## config.mk

```make
export PLATFORM = sky130hd
export DESIGN_NAME = insn_field_decoder
export DESIGN_NICKNAME = d
export VERILOG_FILES = /design/src/rtl/ifd_pkg.sv /design/src/rtl/ifd_split.sv /design/src/rtl/ifd_classify.sv /design/src/rtl/ifd_operands.sv /design/src/rtl/insn_field_decoder.sv
export SDC_FILE = /design/constraint.sdc
export NUM_CORES = 1
export LEC_CHECK = 0
export BUFFER_PORTS_ARGS = -buffer_cell sky130_fd_sc_hd__buf_2
export CAP_MARGIN = 5
export CORE_AREA = 10 10 80 82
export CTS_CLUSTER_DIAMETER = 60
export DETAILED_ROUTE_END_ITERATION = 10
export DIE_AREA = 0 0 90 92
export PLACE_DENSITY = 0.76
export SYNTH_ARGS = -nofsm -noshare
export SYNTH_HDL_FRONTEND = slang
export SYNTH_SLANG_ARGS = --single-unit
export TNS_END_PERCENT = 5
```

## constraint.sdc

```tcl
create_clock -name clk -period 1.8 [get_ports clk]
set_input_delay 0.18 -clock clk [delete_from_list [all_inputs] [get_ports clk]]
set_output_delay 0.18 -clock clk [all_outputs]
set_load 0.05 [all_outputs]
```

## src/rtl/ifd_pkg.sv

```systemverilog
package ifd_pkg;

  parameter int WORD_W = 32;
  parameter int OPC_W  = 8;
  parameter int EXT_W  = 6;
  parameter int REG_W  = 6;
  parameter int CLS_W  = 3;

  localparam int OPC_LSB = 0;
  localparam int EXT_LSB = OPC_LSB + OPC_W;
  localparam int FA_LSB  = EXT_LSB + EXT_W;
  localparam int FB_LSB  = FA_LSB + REG_W;
  localparam int FC_LSB  = FB_LSB + REG_W;

  localparam logic [OPC_W-1:0] OPC_MOV  = OPC_W'(8'h08);
  localparam logic [OPC_W-1:0] OPC_NOP  = OPC_W'(8'h09);
  localparam logic [OPC_W-1:0] OPC_JMP  = OPC_W'(8'h0A);
  localparam logic [OPC_W-1:0] OPC_CALL = OPC_W'(8'h0C);
  localparam logic [OPC_W-1:0] OPC_SYS  = OPC_W'(8'h7F);
  localparam int               NUM_ALU  = 8;

  typedef enum logic [CLS_W-1:0] {
    CLS_NONE    = 3'd0,
    CLS_ALU     = 3'd1,
    CLS_MOVE    = 3'd2,
    CLS_NOP     = 3'd3,
    CLS_BRANCH  = 3'd4,
    CLS_CALLRET = 3'd5,
    CLS_SYSTEM  = 3'd6
  } cls_e;

  typedef enum logic [2:0] {
    CTL_NONE  = 3'd0,
    CTL_CALL  = 3'd1,
    CTL_RET   = 3'd2,
    CTL_HALT  = 3'd3,
    CTL_RESET = 3'd4
  } ctl_e;

  typedef enum logic [1:0] {
    MV_NONE  = 2'd0,
    MV_LOAD  = 2'd1,
    MV_STORE = 2'd2,
    MV_IMM   = 2'd3
  } mvdir_e;

  typedef struct packed {
    logic [REG_W-1:0] fc;
    logic [REG_W-1:0] fb;
    logic [REG_W-1:0] fa;
    logic [EXT_W-1:0] ext;
    logic [OPC_W-1:0] opc;
  } fields_t;

  typedef struct packed {
    logic             illegal;
    cls_e             cls;
    logic [2:0]       alu_fn;
    logic             src2_imm;
    logic             uns;
    ctl_e             ctl;
    mvdir_e           mdir;
    logic [1:0]       amode;
    logic [EXT_W-1:0] cond;
    logic [REG_W-1:0] dst;
    logic [REG_W-1:0] src1;
    logic [REG_W-1:0] src2;
    logic             rng_err;
  } bundle_t;

endpackage

```

## src/rtl/ifd_split.sv

```systemverilog
module ifd_split
  import ifd_pkg::*;
(
  input  logic [WORD_W-1:0] word,
  output fields_t           flds
);

  localparam int USED_W = FC_LSB + REG_W;

  generate
    if (USED_W == WORD_W) begin : g_exact
      always_comb begin
        flds.opc = word[OPC_LSB +: OPC_W];
        flds.ext = word[EXT_LSB +: EXT_W];
        flds.fa  = word[FA_LSB  +: REG_W];
        flds.fb  = word[FB_LSB  +: REG_W];
        flds.fc  = word[FC_LSB  +: REG_W];
      end
    end else begin : g_bad_layout
      initial $error("field widths do not fill the instruction word");
      assign flds = '0;
    end
  endgenerate

endmodule

```

## src/rtl/ifd_classify.sv

```systemverilog
module ifd_classify
  import ifd_pkg::*;
(
  input  logic [OPC_W-1:0] opc,
  output cls_e             cls,
  output logic             legal
);

  always_comb begin
    cls   = CLS_NONE;
    legal = 1'b1;
    if (int'(opc) < NUM_ALU) begin
      cls = CLS_ALU;
    end else begin
      case (opc)
        OPC_MOV:  cls = CLS_MOVE;
        OPC_NOP:  cls = CLS_NOP;
        OPC_JMP:  cls = CLS_BRANCH;
        OPC_CALL: cls = CLS_CALLRET;
        OPC_SYS:  cls = CLS_SYSTEM;
        default: begin
          cls   = CLS_NONE;
          legal = 1'b0;
        end
      endcase
    end
  end

endmodule

```

## src/rtl/ifd_operands.sv

```systemverilog
module ifd_operands
  import ifd_pkg::*;
(
  input  fields_t flds,
  input  cls_e    cls,
  output bundle_t dec
);

  localparam logic [EXT_W-1:0] E0 = EXT_W'(0);
  localparam logic [EXT_W-1:0] E1 = EXT_W'(1);
  localparam logic [EXT_W-1:0] E2 = EXT_W'(2);
  localparam logic [EXT_W-1:0] E3 = EXT_W'(3);

  logic addsub;
  assign addsub = (flds.opc[2:1] == 2'b00);

  always_comb begin
    dec = '0;
    dec.illegal = 1'b0;
    dec.cls     = cls;
    dec.ctl     = CTL_NONE;
    dec.mdir    = MV_NONE;
    case (cls)
      CLS_ALU: begin
        dec.alu_fn = flds.opc[2:0];
        dec.dst    = flds.fa;
        dec.src1   = flds.fb;
        if (flds.ext[0]) begin
          dec.src2_imm = 1'b1;
        end else begin
          dec.src2 = flds.fc;
        end
        dec.uns = addsub & flds.ext[1];
      end
      CLS_MOVE: begin
        dec.amode = flds.fa[1:0];
        case (flds.ext)
          E2: begin
            dec.mdir = MV_LOAD;
            dec.dst  = flds.fb;
            dec.src1 = flds.fc;
          end
          E0: begin
            dec.mdir = MV_STORE;
            dec.src1 = flds.fb;
            dec.src2 = flds.fc;
          end
          E1: begin
            dec.mdir     = MV_IMM;
            dec.dst      = flds.fc;
            dec.src2_imm = 1'b1;
          end
          default: dec.mdir = MV_NONE;
        endcase
      end
      CLS_BRANCH: begin
        dec.cond = flds.ext;
        if (flds.ext[5:4] == 2'b00) begin
          dec.src1 = flds.fa;
          dec.src2 = flds.fb;
        end
      end
      CLS_CALLRET: begin
        if (flds.ext == E3)      dec.ctl = CTL_CALL;
        else if (flds.ext == E0) dec.ctl = CTL_RET;
      end
      CLS_SYSTEM: begin
        if (flds.ext == E0)      dec.ctl = CTL_HALT;
        else if (flds.ext == E1) dec.ctl = CTL_RESET;
      end
      default: dec.cls = cls;
    endcase
  end

endmodule

```

## src/rtl/insn_field_decoder.sv

```systemverilog
module insn_field_decoder
  import ifd_pkg::*;
#(
  parameter int NUM_REGS = 36,
  parameter int N_ROLES  = 3
) (
  input  logic                clk,
  input  logic                rst_n,
  input  logic                in_valid,
  input  logic [WORD_W-1:0]   in_word,
  output logic                out_valid,
  output logic                illegal_op,
  output logic [CLS_W-1:0]    insn_class,
  output logic [2:0]          alu_fn,
  output logic                src2_imm,
  output logic                unsigned_op,
  output logic [2:0]          ctl_op,
  output logic [1:0]          mov_dir,
  output logic [1:0]          addr_mode,
  output logic [EXT_W-1:0]    cond_code,
  output logic [REG_W-1:0]    dst_reg,
  output logic [REG_W-1:0]    src1_reg,
  output logic [REG_W-1:0]    src2_reg,
  output logic                reg_range_err
);

  localparam logic [REG_W:0] REG_LIMIT = (REG_W+1)'(NUM_REGS);

  // reset: asserted asynchronously, released after two clock edges
  logic [1:0] rst_pipe;
  logic       rst_n_q;

  always_ff @(posedge clk or negedge rst_n) begin
    if (!rst_n) rst_pipe <= '0;
    else        rst_pipe <= {rst_pipe[0], 1'b1};
  end
  assign rst_n_q = rst_pipe[1];

  fields_t flds;
  cls_e    cls;
  logic    legal;
  bundle_t raw;
  bundle_t nxt;
  bundle_t cur;
  logic    vld_q;

  ifd_split    u_split    (.word(in_word), .flds(flds));
  ifd_classify u_classify (.opc(flds.opc), .cls(cls), .legal(legal));
  ifd_operands u_operands (.flds(flds), .cls(cls), .dec(raw));

  // range check over each routed register role
  logic [REG_W-1:0]   roles [N_ROLES];
  logic [N_ROLES-1:0] over;

  assign roles[0] = raw.dst;
  assign roles[1] = raw.src1;
  assign roles[2] = raw.src2;

  generate
    for (genvar g = 0; g < N_ROLES; g++) begin : g_range
      assign over[g] = ({1'b0, roles[g]} >= REG_LIMIT);
    end
  endgenerate

  // next-state: suppress everything on an illegal opcode
  always_comb begin
    if (!legal) begin
      nxt         = '0;
      nxt.cls     = CLS_NONE;
      nxt.ctl     = CTL_NONE;
      nxt.mdir    = MV_NONE;
      nxt.illegal = 1'b1;
    end else begin
      nxt         = raw;
      nxt.rng_err = |over;
    end
  end

  // output register with explicit clock enable
  always_ff @(posedge clk or negedge rst_n_q) begin
    if (!rst_n_q) begin
      vld_q <= 1'b0;
      cur   <= '0;
    end else begin
      vld_q <= in_valid;
      if (in_valid) cur <= nxt;
    end
  end

  assign out_valid     = vld_q;
  assign illegal_op    = cur.illegal;
  assign insn_class    = cur.cls;
  assign alu_fn        = cur.alu_fn;
  assign src2_imm      = cur.src2_imm;
  assign unsigned_op   = cur.uns;
  assign ctl_op        = cur.ctl;
  assign mov_dir       = cur.mdir;
  assign addr_mode     = cur.amode;
  assign cond_code     = cur.cond;
  assign dst_reg       = cur.dst;
  assign src1_reg      = cur.src1;
  assign src2_reg      = cur.src2;
  assign reg_range_err = cur.rng_err;

endmodule

```

# Yosys cells after proc, flatten, opt, wreduce, memory -nomap -nowiden
# Cells that the tools add are included.
# Widths: inputs -> output; s select.
# classes
n_lt_le_gt_ge,4
eq_ne,13
n_mux,25
bitwise,1
n_reduce_logical,5
# ops
cell,count
$mux 41,1
$pmux 12 s3,1
$pmux 6 s2,3
$eq 8x4->1 const B,4
$ge 6x6->1 const B,3
$mux 6,3
$mux 3,5
$pmux 3 s5,1
$eq 6x2->1 const B,2
$mux 12,1
$eq 3x3->1 const B,3
$eq 8x7->1 const B,1
$lt 8x4->1 const B,1
$eq 6x1->1 const B,1
$logic_not 6->1,1
$pmux 2 s3,1
$pmux 3 s2,1
$mux 1,5
$reduce_or 5->1,1
$logic_not 2->1,2
$mux 4,1
$eq 3x1->1 const B,1
$eq 3x2->1 const B,1
$reduce_or 3->1,1
3 further kinds,3
# totals
reg_bits,44
input_bits,35
out_inout_bits,42
wordCells,63

# Longest topological paths before layout
# Gate-level depths: netlist (run 1).
# depth
depth_word,8
mapped_depth,8
ltp_nobuf,6

# Hierarchy
# Synthesis (run 1) repeated with hierarchy kept, for this count alone.
# hier_totals
hier_cells,315
area_unflattened_um2,2931.6
# modules_own_cells
module,n_inst,cells_each,area_per_inst_um2,seq_area_each_um2
insn_field_decoder,1,184,1921.8,1101.1
ifd_operands,1,82,661.9,0.0
ifd_split,1,32,240.2,0.0
ifd_classify,1,17,107.6,0.0

# Worst setup path before layout (run 1)
# OpenSTA, ideal clock, no wires.
# synth_path
kind,input-to-reg
start,input port in_word[5]
end,register cur (netlist bit reg_range_err)
setup_ns,0.090
arrival_ns,1.703
required_time_ns,1.710
slack_ns,0.007
cell_stages,7
path_buffers,1
cell_sequence,or4_1 buf_2 nor4_4 a32oi_1 a21oi_1 o41ai_1 o2111ai_1
# synth_via
elab_chain_len,8
elab_cells_between_ends,21
cone_classes,order compare: 4; eq/ne: 8; mux: 7; reduce/logical: 2
# synth_lines
element,line,rtl
"start, declared",insn_field_decoder.sv:10,"input logic [WORD_W-1:0] in_word,"
"parallel branches: the longest is 7 deep, another holds $lt 8x4->1",--,
$mux 41 (*),insn_field_decoder.sv:67,if (!legal) begin
"end signal, assigned",insn_field_decoder.sv:86,if (in_valid) cur <= nxt;
"end, declared",insn_field_decoder.sv:44,bundle_t cur;
# Mark *: on every way between the ends.
# A chain may end at the register's enable or synchronous reset.

# Final worst setup path (run 1)
# layout_path
start,input port in_word[5]
end,register cur (netlist bit src1_reg[4])
# layout_via
elab_chain_len,6
elab_cells_between_ends,16
cone_classes,order compare: 1; eq/ne: 8; mux: 6; reduce/logical: 1
# layout_lines
element,line
"parallel branches: the longest is 5 deep, another holds $lt 8x4->1",--
$mux 41 (*),insn_field_decoder.sv:67
# Marked as above.

==> flow_summary.ini, run 1 <==
[route]
finalWirelength_mm = 7.076
drt.antenna.violating_nets = 0
vias = 2341
drtIter0Drc = 202
viasPerCell = 5.521
firstDrtPassIters = 4
drc = 0
wl_per_cell_um = 16.69

[power]
intPower_w = 0.001412
irDropWorstVdd_uv = 438.0
power_leakage_nw = 1.542
p_seq_share_pct = 52.5
cellPowerDensity_nw_per_um2 = 605.8
clock_power_share_pct = 33.7
switching_share_pct = 26.73
p_sw_w = 0.0005150
p_comb_share_pct = 13.8

[sta]
drv_slew = 0
fmax_mhz = 595.8
period_minus_slack_ns = 1.679
fin_skew_ns = 0.005894
setup_viol = 0
whs_ns = 0.09190
slew_headroom_pct = 66.18
hold_viol_final = 0
tightest_slew_ns = 0.5074
rsz0062_at_grt = no
min_period_over_period_pct = 93.25

[synthesis]
yosys.area_share.adder_pct = 0
synth_area_um2 = 2312
synth_cell_type_count = 45
synth_top_family_by_area = compound AO/OA/AOI/OAI gates
async_flop_share_pct = 100.0
synth_top_cell_area_share_pct = 47.62
synth_nets = 276
yosys.area_share.simple_pct = 19.10
synth_xor_area_share_pct = 0.3788
yosys.area.top_type = dfrtp_1
synthMuxAreaShare_pct = 1.461
synth.avg_cell_area_um2 = 9.594
yosysSeqAreaShare_pct = 47.62
ys_seq_elements = 44
ys_top_cells_by_area = dfrtp_1 48%, o2bb2ai_1 7.2%, a22o_1 4.2%
synth_flop_cell = dfrtp_1
ys_warn_count = 0
synth-edff-count = 0
ys_top_cells_by_count = 44 x dfrtp_1, 23 x nor2_1, 19 x o2bb2ai_1
synth.most_common_cell = dfrtp_1
syn_inst = 241
synth_compound_area_share_pct = 26.52

[placed_design]
hpwl_mm = 5.541
postPlaceCellArea_um2 = 3075
io_buffers = 76
gp_congestion = 0.9266

[floorplanning]
ioPinCount = 77
die_w_um = 90
core_area_um2 = 4912
dieHeight_um = 92
initial_core_util_pct = 47.07
die_area_um2 = 8280
rows = 26

[global_route]
grt_pass1_vias = 2361
antenna_found_initial = 0
grt_max_degree = 35
grt_use_total_pct = 17.32
grt_use_met3_pct = 4.727
use_met2_pct = 26.94
grt_pass1_wl_mm = 11.94
globalRoute.busiestLayer = met2
gr-usage-met1_pct = 22.47
grt.overflow.total = 0

[final_layout]
area_growth_pct = 37.55
final_area_um2 = 3181
fin_nets = 388
drive_gt1_share_pct = 39.27
num_antenna_cells = 0

[clock_tree]
cts_root_buffer = clkbuf_8
clkTransAtPathRegs_ns = 0.08
htreeDepth = 2
clockBufferDepth = 2
clk_latency_ns = 0.30
cts_tree = yes
cts_buffers = 5
clock_sinks = 44
postCtsSetupBuffers = 0

[worst_setup_path]
crit_arrival_ns = 1.91
critPathLaunchType = input port
crit_type = input port to register
path_max_fanout = 9
cp_data_required_time_ns = 2.03
slowest_stage = or4_1
crit_chain = buf_2 -> or4_1 -> buf_4 -> nor3_2 -> o211ai_1 -> and2_2 -> o2bb2ai_1
cp_slowest_stage_delay_ns = 0.62
worst_setup_path_end_kind = register

[job]
drv_cap = 0

[outcome]
outcome = completed

[worst_hold_path]
hp-class = input port to register
-- power groups by stage --
stage / Combinational (W) / Sequential, W / Clock, W
5_1_grt: 0.000290 / 0.00101 / 0.000700
6_report: 0.000267 / 0.00101 / 0.000649
3_5_place_dp: 0.000262 / 0.00103 / 0
4_1_cts: 0.000265 / 0.00101 / 0.000658
2_1_floorplan: 0.0000929 / 0.00106 / 0
3_3_place_gp: 0.000259 / 0.00103 / 0
-- layout make-up --
cell class / count / area [µm²]
inverter: 11 / 41.29
clock buffer: 7 / 86.33
clock inverter: 1 / 7.507
timing repair buffer: 122 / 753.2
sequential: 44 / 1102
tap: 70 / 87.58
multi-input combinational: 169 / 1102
fill: 413 / 1732
-- metrics by stage --
step | power (W) | setup TNS [ns] | worst slack, ns | cells | utilization (%)
3_3_place_gp | 0.001290 | -2.355 | -0.1525 | 415 | 62.61
4_1_cts | 0.001935 | 0 | 0.08455 | 424 | 64.72
2_1_floorplan | 0.001155 | 0 | 0.007475 | 241 | -
6_report | 0.001927 | 0 | 0.1215 | 424 | 64.75
3_5_place_dp | 0.001293 | -3.224 | -0.2427 | 415 | 62.61
5_1_grt | 0.002004 | 0 | 0.01644 | 424 | 64.75
-- cells in the final DEF (no fill, tap or decap), types with 2 or more instances in the layout --
cell and count:
nor2b_1 6, nor3_1 3, inv_1 10, buf_4 43, o2bb2ai_1 19, nand4_1 5, mux2_2 3, nor2_1 23
buf_2 76, dfrtp_1 43, a22o_1 11, or2_2 2, a22oi_1 8, a32o_1 2, buf_12 2, a221oi_1 2
o211ai_1 3, nor4_1 3, clkbuf_8 6, nand2b_1 2, a31oi_1 2, and2_1 2, and3_1 3, nand2_1 9
and4_1 2, nand3_1 9, o21a_1 2, a32oi_1 2, o21ai_0 16, a21oi_1 13
-- metal layers --
layer | routed length [µm] | up-vias | share of wire, %
li1 | - | 1131 | -
met4 | 95 | 0 | 1.3
met3 | 506 | 7 | 7.2
met2 | 3304 | 83 | 47
met5 | 0 | - | 0
met1 | 3170 | 1120 | 45
-- cell families after synthesis --
group,count (synthesis)
AOI/OAI and AO/OA,85
xor gates and xnor gates,1
buffers and inverters,28
DFF,44
muxes,3
other,1
and+or+nand+nor,79
-- final timing paths --
| check | from | endpoint | slack [ns] | cells past startpoint |
|---|---|---|---|---|
| setup / recovery | in_word[5] | src1_reg[4]$_DFFE_PN0P_ | 0.12 | 7 |
| hold / removal | in_valid | out_valid$_DFF_PN0_ | 0.09 | 1 |
| setup reg to reg | dst_reg[1]$_DFFE_PN0P_ | dst_reg[1]$_DFFE_PN0P_ | 1.05 | 2 |
| hold reg to reg | rst_pipe[1]$_DFF_PN0_ | cond_code[1]$_DFFE_PN0P_ | 0.24 | 0 |
| max in group asynchronous | rst_pipe[1]$_DFF_PN0_ | src1_reg[5]$_DFFE_PN0P_ | 1.08 | 1 |
| min in group asynchronous | rst_n | rst_pipe[0]$_DFF_PN0_ | 0.18 | 2 |
-- critical path, delay by kind of cell --
family / cells / cell delay, ns
AND/OR/NAND/NOR: 3 / 1.09
buffers and inverters: 2 / 0.30
AO/OA/AOI/OAI: 2 / 0.33
-- repair_timing --
item	4_1_cts	5_1_grt
endpoints found under the setup margin	0	6
gates resized for setup	0	1
hold buffers	1	0
hold endpoints to repair	2	0
(Power assumes the default switching activity.)
==> run 2, diff against run 1 <==
- CORE_AREA: 10 10 80 82 -> 10 10 83 85
- DIE_AREA: 0 0 90 92 -> 0 0 93 95
- PLACE_DENSITY: 0.76 -> 0.74
- clock period: 1.8 -> 1.4 ns (I/O delays scaled with it)
==> run 2 against run 1 <==
Effect of this change: the flow now finishes with violations (negative setup slack); flip-flop and latch count unchanged; first-iteration DRC count is 0.50% lower; final area increased by 6.9%; power is 39% higher; setup slack worse by 0.22 ns.
==> flow_summary.ini, run 2 (synthesized netlist as in run 1, its figures left out) <==
[clock_tree]
clk_latency_ns = 0.30
clkTransAtPathRegs_ns = 0.09
clock_sinks = 44
cts_tree = yes
htreeDepth = 2
cts_buffers = 5
cts_root_buffer = clkbuf_8
clockBufferDepth = 2

[final_layout]
num_antenna_cells = 0
mostFrequentLayoutCells = 75 x buf_2, 60 x buf_4, 43 x dfrtp_1, 21 x nor2_1, 19 x o2bb2ai_1
register_area_um2 = 1102
area_growth_pct = 47.08
final_cells = 443
fin_nets = 405
drive_gt1_share_pct = 46.90
multi_input_area_um2 = 1177
fillers = 474
layout_commonest_cell = buf_2
finalCoreUtilization_pct = 63.71

[route]
vias = 2530
viasPerCell = 5.711
topRoutingLayerUsed = met4
wl_met1_mm = 3.084
drtIter0Drc = 201
wl_per_cell_um = 17.06
drc = 0
drt.antenna.violating_nets = 0
wl_met3_um = 748
finalWirelength_mm = 7.559
dr_wl_met2_mm = 3.550
firstDrtPassIters = 5

[placed_design]
gp_congestion = 0.8678
hpwl_mm = 5.846
io_buffers = 76
dpl.cell_count = 433

[floorplanning]
core_area_um2 = 5338
die_w_um = 93
dieHeight_um = 95
ioPinCount = 77
rows = 27
initial_core_util_pct = 43.32
die_area_um2 = 8835

[sta]
hold_viol_final = 0
min_period_over_period_pct = 107.4
drv_slew = 0
rsz0062_at_grt = yes
period_minus_slack_ns = 1.503
fin_skew_ns = 0.004305
fmax_mhz = 665.4
fin_ws_ns = -0.1029
setup_viol = 12

[worst_setup_path]
path_max_fanout = 6
crit_type = input port to register
cp_data_required_time_ns = 1.62
critPathLaunchType = input port
crit_arrival_ns = 1.72
worst_setup_path_end_kind = register

[worst_hold_path]
hp-class = input port to register

[power]
power_leakage_nw = 1.666
cellPowerDensity_nw_per_um2 = 787.7
irDropWorstVdd_uv = 508.0

[global_route]
grt_pass1_vias = 2555
grt_use_total_pct = 16.98
grt_pass1_wl_mm = 12.23
antenna_found_initial = 0
grt.overflow.total = 0
grt_max_degree = 43

[job]
drv_cap = 0

[outcome]
outcome = complete, but fails checks
violations = negative setup slack
-- run 2: what timing repair did --
| action | CTS | global route |
|---|---|---|
| buffers inserted | 0 | 2 |
| hold endpoints to repair | 2 | 0 |
| hold buffers | 1 | 0 |
| endpoints found under the setup margin | 22 | 29 |
| gates resized for setup | 9 | 13 |
| pin swaps | 4 | 13 |
-- run 2: worst paths after layout --
check	end	from	depth (start not counted)	slack, ns
worst min-delay path	out_valid$_DFF_PN0_	in_valid	1	0.04
worst min register to register	insn_class[2]$_DFFE_PN0P_	rst_pipe[1]$_DFF_PN0_	1	0.24
max in group asynchronous	src1_reg[4]$_DFFE_PN0P_	rst_pipe[1]$_DFF_PN0_	1	0.96
min in group asynchronous	rst_pipe[1]$_DFF_PN0_	rst_n	2	0.14
worst max register to register	insn_class[0]$_DFFE_PN0P_	insn_class[0]$_DFFE_PN0P_	1	0.67
worst max-delay path	reg_range_err$_DFFE_PN0P_	in_word[12]	7	-0.10
-- run 2: final cells by class --
class | instances | share of cell area, %
Multi-Input combinational cell | 169 | 34.62
Sequential cell | 44 | 32.41
Timing Repair Buffer | 139 | 25.83
Tap cell | 72 | 2.649
Clock buffer | 5 | 2.024
Clock inverter | 3 | 1.251
Inverter | 11 | 1.214
-- run 2: metal layers --
layer  vias to the layer above  track usage (%)
li1                       1160                -
met5                         -                0
met2                       142            28.56
met4                         0            5.784
met3                        22            5.948
met1                      1206            19.73
-- run 2: stage by stage --
stage / total power [W] / setup WS, ns / cell area (µm²) / TNS [ns] / hold WS [ns]
after floorplan: 0.001488 / -0.2376 / 2323 / -3.917 / -0.1556
after global placement: 0.001691 / -0.4435 / 3194 / -11.37 / -0.07526
after detailed placement: 0.001699 / -0.4486 / 3194 / -11.79 / -0.07376
after CTS: 0.002686 / -0.08681 / 3344 / -0.6549 / 0.03745
after global routing: 0.002778 / -0.1600 / 3401 / -1.745 / 0.04237
final: 0.002679 / -0.1029 / 3401 / -0.3880 / 0.04117
-- run 2: power by group --
part / switching (W) / internal, W
Combinational: 0.000241 / 0.000163
Sequential: 0.00000620 / 0.00128
Clock: 0.000458 / 0.000528
-- run 2: worst max-delay path, cell delays in order --
cell and delay, ns:
buf_2 0.11, or4_4 0.60, nor4_2 0.24, o21a_1 0.17, buf_4 0.16, a21oi_1 0.09
o2111ai_1 0.21
